$ cat src/rtl/pll_tbl_pkg.sv
package pll_tbl_pkg;
  localparam int RATE_W = 32;
  localparam int NR_W   = 6;
  localparam int NO_W   = 4;
  localparam int NF_W   = 13;
  localparam int BW_W   = 12;

  typedef struct packed {
    logic [RATE_W-1:0] rate;
    logic [NR_W-1:0]   nr;
    logic [NO_W-1:0]   no;
    logic [NF_W-1:0]   nf;
    logic [BW_W-1:0]   bw;
  } tbl_ent_t;

  typedef enum logic {
    Q_ROUND = 1'b0,
    Q_EXACT = 1'b1
  } qmode_t;
endpackage

$ cat src/rtl/pll_tbl_store.sv
module pll_tbl_store
  import pll_tbl_pkg::*;
#(
  parameter int DEPTH = 16,
  parameter int IDX_W = $clog2(DEPTH)
) (
  input  logic             clk,
  input  logic             rst_n,
  input  logic             we,
  input  logic [IDX_W-1:0] widx,
  input  tbl_ent_t         wdata,
  input  logic [IDX_W-1:0] ridx,
  output tbl_ent_t         rdata
);
  tbl_ent_t cells [DEPTH];

  always_ff @(posedge clk or negedge rst_n) begin
    if (!rst_n) begin
      for (int i = 0; i < DEPTH; i++) cells[i] <= '0;
    end else if (we) begin
      for (int i = 0; i < DEPTH; i++)
        if (widx == IDX_W'(i)) cells[i] <= wdata;
    end
  end

  always_comb begin
    rdata = '0;
    for (int i = 0; i < DEPTH; i++)
      if (ridx == IDX_W'(i)) rdata = cells[i];
  end
endmodule

$ cat src/rtl/pll_tbl_cmp.sv
module pll_tbl_cmp
  import pll_tbl_pkg::*;
#(
  parameter int DEPTH = 16,
  parameter int IDX_W = $clog2(DEPTH)
) (
  input  tbl_ent_t          ent,
  input  logic [RATE_W-1:0] req,
  input  qmode_t            mode,
  input  logic [IDX_W-1:0]  idx,
  output logic              stop,
  output logic              err,
  output logic              use_prev
);
  localparam logic [IDX_W-1:0] LAST = IDX_W'(DEPTH - 1);

  logic sentinel, at_last, at_first, le_req, eq_req, lt_req;

  assign sentinel = (ent.rate == '0);
  assign at_last  = (idx == LAST);
  assign at_first = (idx == '0);
  assign le_req   = (ent.rate <= req);
  assign eq_req   = (ent.rate == req);
  assign lt_req   = (ent.rate < req);

  always_comb begin
    stop     = 1'b0;
    err      = 1'b0;
    use_prev = 1'b0;
    if (sentinel) begin
      stop     = 1'b1;
      err      = (mode == Q_EXACT) || at_first;
      use_prev = (mode == Q_ROUND) && !at_first;
    end else if (mode == Q_ROUND) begin
      stop = le_req || at_last;
    end else begin
      if (eq_req) begin
        stop = 1'b1;
      end else if (lt_req || at_last) begin
        stop = 1'b1;
        err  = 1'b1;
      end
    end
  end
endmodule

$ cat src/rtl/pll_tbl_scan.sv
module pll_tbl_scan
  import pll_tbl_pkg::*;
#(
  parameter int DEPTH = 16,
  parameter int IDX_W = $clog2(DEPTH)
) (
  input  logic              clk,
  input  logic              rst_n,
  input  logic              q_valid,
  input  logic              q_exact,
  input  logic [RATE_W-1:0] q_rate,
  output logic              q_ready,
  output logic              accept,
  output logic              busy,
  output logic [IDX_W-1:0]  ridx,
  input  tbl_ent_t          rent,
  output logic [RATE_W-1:0] req,
  output qmode_t            mode,
  input  logic              stop,
  input  logic              err,
  input  logic              use_prev,
  output tbl_ent_t          res,
  output logic              res_err,
  output logic              done
);
  typedef enum logic {S_IDLE, S_SCAN} st_t;
  st_t      st;
  tbl_ent_t prev;

  assign q_ready = (st == S_IDLE);
  assign busy    = (st == S_SCAN);
  assign accept  = q_valid && q_ready;

  always_ff @(posedge clk or negedge rst_n) begin
    if (!rst_n) begin
      st      <= S_IDLE;
      ridx    <= '0;
      req     <= '0;
      mode    <= Q_ROUND;
      prev    <= '0;
      res     <= '0;
      res_err <= 1'b0;
      done    <= 1'b0;
    end else begin
      done <= 1'b0;
      case (st)
        S_IDLE: begin
          if (accept) begin
            req  <= q_rate;
            mode <= q_exact ? Q_EXACT : Q_ROUND;
            ridx <= '0;
            st   <= S_SCAN;
          end
        end
        default: begin
          prev <= rent;
          if (stop) begin
            st      <= S_IDLE;
            done    <= 1'b1;
            res_err <= err;
            res     <= err ? '0 : (use_prev ? prev : rent);
          end else begin
            ridx <= ridx + 1'b1;
          end
        end
      endcase
    end
  end
endmodule

$ cat src/rtl/pll_rate_lookup.sv
module pll_rate_lookup
  import pll_tbl_pkg::*;
#(
  parameter int DEPTH = 16,
  parameter int IDX_W = $clog2(DEPTH)
) (
  input  logic              clk,
  input  logic              rst_n,
  input  logic              wr_en,
  input  logic [IDX_W-1:0]  wr_idx,
  input  logic [RATE_W-1:0] wr_rate,
  input  logic [NR_W-1:0]   wr_nr,
  input  logic [NO_W-1:0]   wr_no,
  input  logic [NF_W-1:0]   wr_nf,
  input  logic [BW_W-1:0]   wr_bw,
  input  logic              q_valid,
  output logic              q_ready,
  input  logic              q_exact,
  input  logic [RATE_W-1:0] q_rate,
  output logic              busy,
  output logic              r_done,
  output logic              r_err,
  output logic [RATE_W-1:0] r_rate,
  output logic [NR_W-1:0]   r_nr,
  output logic [NO_W-1:0]   r_no,
  output logic [NF_W-1:0]   r_nf,
  output logic [BW_W-1:0]   r_bw
);
  logic              accept, wr_ok, stop, err, use_prev;
  logic [IDX_W-1:0]  ridx;
  logic [RATE_W-1:0] req;
  qmode_t            mode;
  tbl_ent_t          wdata, rent, res;

  assign wdata = '{rate: wr_rate, nr: wr_nr, no: wr_no, nf: wr_nf, bw: wr_bw};
  assign wr_ok = wr_en && !busy && !accept;

  pll_tbl_store #(.DEPTH(DEPTH), .IDX_W(IDX_W)) u_store (
    .clk(clk), .rst_n(rst_n), .we(wr_ok), .widx(wr_idx), .wdata(wdata),
    .ridx(ridx), .rdata(rent)
  );

  pll_tbl_cmp #(.DEPTH(DEPTH), .IDX_W(IDX_W)) u_cmp (
    .ent(rent), .req(req), .mode(mode), .idx(ridx),
    .stop(stop), .err(err), .use_prev(use_prev)
  );

  pll_tbl_scan #(.DEPTH(DEPTH), .IDX_W(IDX_W)) u_scan (
    .clk(clk), .rst_n(rst_n), .q_valid(q_valid), .q_exact(q_exact),
    .q_rate(q_rate), .q_ready(q_ready), .accept(accept), .busy(busy),
    .ridx(ridx), .rent(rent), .req(req), .mode(mode), .stop(stop),
    .err(err), .use_prev(use_prev), .res(res), .res_err(r_err), .done(r_done)
  );

  assign r_rate = res.rate;
  assign r_nr   = res.nr;
  assign r_no   = res.no;
  assign r_nf   = res.nf;
  assign r_bw   = res.bw;
endmodule

$ cat config.mk
export PLATFORM = sky130hd
export DESIGN_NAME = pll_rate_lookup
export DESIGN_NICKNAME = d
export VERILOG_FILES = /design/src/rtl/pll_tbl_pkg.sv /design/src/rtl/pll_tbl_store.sv /design/src/rtl/pll_tbl_cmp.sv /design/src/rtl/pll_tbl_scan.sv /design/src/rtl/pll_rate_lookup.sv
export SDC_FILE = /design/constraint.sdc
export NUM_CORES = 2
export LEC_CHECK = 0
export BUFFER_PORTS_ARGS = -buffer_cell sky130_fd_sc_hd__buf_2
export CORE_ASPECT_RATIO = 1.4
export CORE_MARGIN = 2
export CORE_UTILIZATION = 49
export DETAILED_ROUTE_END_ITERATION = 10
export GPL_TIMING_DRIVEN = 0
export PLACE_DENSITY = 0.66
export SLEW_MARGIN = 15
export SYNTH_ARGS = -nofsm -noshare
export SYNTH_HDL_FRONTEND = slang
export SYNTH_SLANG_ARGS = --single-unit
$ cat constraint.sdc
create_clock -name clk -period 6.4 [get_ports clk]
set_input_delay 0.96 -clock clk [delete_from_list [all_inputs] [get_ports clk]]
set_output_delay 0.96 -clock clk [all_outputs]
set_load 0.01 [all_outputs]
; ---- After elaboration in Yosys (flattened, before gate mapping)
; Cells that the tools add are included.
[totals]
ff_bits = 1246
latch_bits = 0
ram_bits = 0
mem_bits_ro = 0
inputBits = 108
output_inout_bits = 71
word_cells = 201
n_memories = 0
[classes]
add_sub_neg = 1
n_mul = 0
div_mod_pow = 0
n_lt_le_gt_ge = 2
eq_ne = 32
shifts = 0
mux = 35
bitwise_logic = 2
n_reduce_logical = 33
[op_table]
columns = op, count
row1 = 2-to-1 mux 67 bit, 18
row2 = equality test 4 bit (second input constant), 16
row3 = AND reduction 2 bit, 19
row4 = equality test 32 bit, 1
row5 = equality test 4 x 3 -> 1 bit (second input constant), 8
row6 = <= comparator 32 bit, 1
row7 = logical NOT 32 bit, 1
row8 = less-than comparator 32 bit, 1
row9 = equality test 4 x 2 -> 1 bit (second input constant), 4
row10 = 2-to-1 mux 1 bit, 14
row11 = 2-to-1 mux 4 bit, 3
row12 = equality test 4 x 1 -> 1 bit (second input constant), 2
row13 = logical NOT 4 bit, 2
row14 = adder 4 x 1 -> 4 bit (second input constant), 1
row15 = logical AND 1 bit, 4
row16 = logical NOT 1 bit, 3
row17 = logical OR 1 bit, 3
row18 = != test 2 bit (second input constant), 1
row19 = NOT 1 bit, 2
row20 = nonzero test 2 bit, 1

; ---- Logic depth before layout (Yosys ltp)
[logic_depth]
ltp_word = 25
mapped_depth = 24

; ---- Hierarchy
; From an unflattened synthesis, not the netlist that was laid out.
[unflattened]
hier_cells = 4612
area_unflattened_um2 = 58527.4
[by_module_without_submodules]
columns = mod, n_inst, cells_per_inst, area_each_um2
row1 = pll_tbl_store, 1, 3874, 50338.3
row2 = pll_tbl_scan, 1, 600, 7225.7
row3 = pll_tbl_cmp, 1, 137, 950.9
row4 = pll_rate_lookup, 1, 1, 12.5

; ---- Worst setup path after synthesis
; Ideal clock, no wire load.
[synth_timing]
kind = register to register
startpoint = register u_scan.ridx[0]
endpoint = register u_scan.res_err
setup_time_ps = 119
t_arrival_ps = 4172
required_ps = 6281
setup_slack_ps = 2109
stages_incl_launch_ff = 23
path_buffers = 4
path_cell_list = dfrtp_1 -> inv_1 -> ha_1 -> buf_2 -> buf_2 -> nor2b_1 -> a22oi_1 -> a2111oi_0 -> o31ai_1 -> a32oi_1 -> o21a_1 -> ha_1 -> a21o_1 -> a21oi_1 -> o21ai_0 -> o31ai_1 -> nand3_1 -> o21ai_0 -> a32oi_1 -> o21bai_4 -> buf_6 -> buf_6 -> o21a_1
[synth_rtl]
columns = element, line
row1 = "start, declared", pll_tbl_scan.sv:15  ; output logic [IDX_W-1:0] ridx,
row2 = "start signal, assigned", pll_tbl_scan.sv:63  ; ridx <= ridx + 1'b1;
row3 = "end signal, assigned", pll_tbl_scan.sv:60  ; res_err <= err;
row4 = "end, declared", pll_tbl_scan.sv:23  ; output logic res_err,

==> out/metrics.yaml <==
status:
  status: "complete, but fails checks"
  violations: "negative setup slack"
clocking:
  cts_tree: "done"
  cts_sinks: 1246
  clk_pin_slew_ps: 60
  cts_buffers: 131
  cts_max_path_buffers: 3
  htreeDepth: 4
  postCtsHoldBufs: 0
  root_buffer: "clkbuf_16"
  insertion_delay_ps: 810
worst_setup_path:
  critPathRequiredTime_ps: 7130
  reg2reg_from: "u_scan.ridx[3]$_DFFE_PN0P_"
  startpoint_type: "flop"
  crit_fanout: 10
  worst-r2r-cell-count: 21
  cp.arrival_ps: 7260
  end_kind: "flop"
  regToRegSetupSlack_ps: -130
  r2r_end: "u_scan.res[1]$_DFFE_PN0P_"
  critical_path_class: "flop to flop"
cells_and_area:
  regArea_um2: 31200
  drive_above_1_share: 0.324
  final_core_util: 0.560
  area_growth_pct: 13.4
  fillCellCount: 10200
  multi_input_area_um2: 25200
  final_net_count: 5309
  layout_commonest_cell: "dfrtp_1"
  layout_common_cells: "1246 x dfrtp_1, 1131 x mux2_2, 344 x nand2_1"
timing:
  hold_violations: 0
  fin_skew_ps: 27.3
  grt_setup_unrepaired: "yes"
  fmax_mhz: 153
  drv_slew: 0
  relSlewSlack: 0.116
  worst_slew_pin_slew_ps: 1330
  fin_ws_ps: -134
  setup_viol: 64
  min_period_over_period: 1.02
  layout_min_cycle_time_ps: 6530
global_routing:
  grt_pass1_vias: 44800
  grt_pass1_wl_mm: 326
  grt_max_degree: 143
  use_met1: 0.405
  gr-usage-all-layers: 0.384
  grtUsageMet3: 0.126
  antenna_found_initial: 28
  grt.overflow.total: 0
  use_met2: 0.606
  grt-busiest-layer: "met2"
floorplanning:
  start_util: 0.494
  die_w_um: 295
  rows: 149
  io-pin-count: 179
  die_h_um: 412
  die_area_um2: 122000
  core_area_um2: 118000
route:
  drtAntennaViolNets: 0
  wl_per_cell_um: 34.0
  via_per_inst: 6.52
  drc: 0
  firstDrtPassIters: 7
  routed_wl_mm: 233
  drtIter0Drc: 5036
  vias: 44700
job:
  drv_cap: 0
power:
  power.density_nw_per_um2: 448
  ir_drop_uv: 320
  power.leakage_nw: 29.8
yosys:
  ys_ff_latch: 1246
  synth_edf_count: 0
  synth.distinct_cells: 79
  synthCells: 4838
  ys.flop_type: "dfrtp_1"
  synth.net_count: 4982
  avgSynthCellArea_um2: 12.0
  ys_seq_area_frac: 0.536
  async_flop_share: 1.00
  yosysWarningCount: 0
  syn_area_um2: 58200
place:
  port_buffers: 176
  globalplace.congestion: 1.02
  pre_cts_ws_ps: -1440
  dp_hpwl_mm: 164
hold_path:
  hp-class: "input pin to async pin"
## area by class of cell
type | count | area share
flip-flops and latches | 1246 | 0.473
multi-input cells | 3085 | 0.382
clock buffers | 192 | 0.0575
plain buffers | 446 | 0.0306
well taps | 1585 | 0.0301
repair buffers | 196 | 0.0189
clock inverters | 26 | 0.00391
inverters | 59 | 0.00342
diodes | 19 | 0.000721
## state kept, by name (all words and copies together) (netlist names)
signal,flops
u_scan.res,67
u_scan.res_err,1
u_scan.ridx,4
u_scan.mode,1
u_store.cells,1072
u_scan.req,32
u_scan.done,1
u_scan.prev,67
u_scan.busy,1
## power by group
group / internal, mW / total (mW) / switching [mW] / leakage, nW
Sequential: 10.2 / 11.5 / 1.28 / 16.3
Combinational: 4.01 / 10.6 / 6.59 / 11.5
Clock: 4.18 / 7.46 / 3.28 / 1.99
Total: 18.4 / 29.6 / 11.1 / 29.8
## stage by stage
step | hold WS [ps] | total power, mW | TNS [ps] | area [µm²] | instances
finish | 140 | 29.6 | -4460 | 65900 | 6854
global route | 186 | 30.5 | -175 | 65900 | 6837
CTS | 180 | 29.0 | 0 | 65600 | 6830
detailed placement | 465 | 21.4 | -95300 | 61300 | 6609
global placement | 460 | 21.2 | - | 61000 | 6599
floorplan | 452 | 17.1 | 0 | 58200 | 4838
## worst max-delay path, stage by stage (launching register included)
cell and delay (ps):
dfrtp_1 510, buf_2 350, clkbuf_1 770, clkbuf_1 960, nor2_1 120, o211ai_1 700, a32oi_2 320, o21a_1 240
ha_1 200, a21o_1 150, a21o_1 170, a21oi_1 120, o21ai_0 80, o31ai_1 320, nand3_1 130, o21ai_1 300
a32oi_2 90, buf_4 210, o21bai_4 210, buf_6 170, buf_6 150, o21ai_1 150
## synthesized netlist by cell type, types with 13 or more instances
master	n	share of area
nor3_1	45	0.0039
a22oi_1	14	0.0018
buf_4	18	0.0023
a21o_1	20	0.0026
dfrtp_1	1246	0.54
o21ai_1	92	0.0079
o21a_1	57	0.0074
mux2i_1	48	0.0083
nor3b_1	15	0.0019
nand3_1	25	0.0022
nor2_1	181	0.012
o311ai_1	30	0.0045
a31oi_1	15	0.0016
a21oi_1	232	0.020
a22o_1	44	0.0066
nand2_1	345	0.022
mux2_2	1131	0.22
nor2b_1	35	0.0038
clkbuf_1	310	0.020
o22a_1	13	0.0020
o311ai_0	14	0.0021
buf_1	34	0.0022
o21ai_0	143	0.012
a222oi_1	35	0.0060
o211ai_1	47	0.0061
nand2b_1	49	0.0053
buf_2	71	0.0061
o221ai_1	65	0.0098
nand3b_1	23	0.0030
o2bb2ai_1	22	0.0033
a211oi_1	59	0.0076
a221oi_1	91	0.014
inv_1	55	0.0035
o22ai_1	36	0.0039
ha_1	36	0.0077
a32oi_1	18	0.0027
## worst max path at each step
stage                               start                         end  slack (ps)  cells after the start
3_3_place_gp                        rst_n   u_scan.res[2]$_DFFE_PN0P_      -23300                      1
3_5_place_dp   u_scan.ridx[0]$_DFFE_PN0P_   u_scan.res[1]$_DFFE_PN0P_       -1440                     22
4_1_cts        u_scan.ridx[0]$_DFFE_PN0P_   u_scan.res[1]$_DFFE_PN0P_           9                     23
2_1_floorplan  u_scan.ridx[0]$_DFFE_PN0P_  u_scan.res_err$_DFFE_PN0P_        2110                     22
5_1_grt        u_scan.ridx[0]$_DFFE_PN0P_  u_scan.ridx[3]$_DFFE_PN0P_         -50                     20
6_report       u_scan.ridx[3]$_DFFE_PN0P_   u_scan.res[1]$_DFFE_PN0P_        -130                     21
## routing by layer
metal,share of wire,routed length (µm)
met1,0.33,78000
met2,0.47,109000
met3,0.086,20100
met5,0.00066,155
met4,0.11,26000
## repair_timing
action                                  in CTS  in global routing
pin swaps                                    3                  3
setup buffers                                4                  1
gates resized for setup                     50                 68
endpoints found under the setup margin      82                 91
## cell families (layout without fill, tap and decap cells)
family	Yosys count	after routing	share of synthesized area
compound gates	1100	1100	0.131
fa+ha+maj	36	36	0.00774
buf+inv	507	919	0.0370
flops	1246	1246	0.536
mux	1182	1182	0.228
other cells	0	19	0
simple gates	767	767	0.0609
Note: power is estimated with default switching activity, not from simulation.
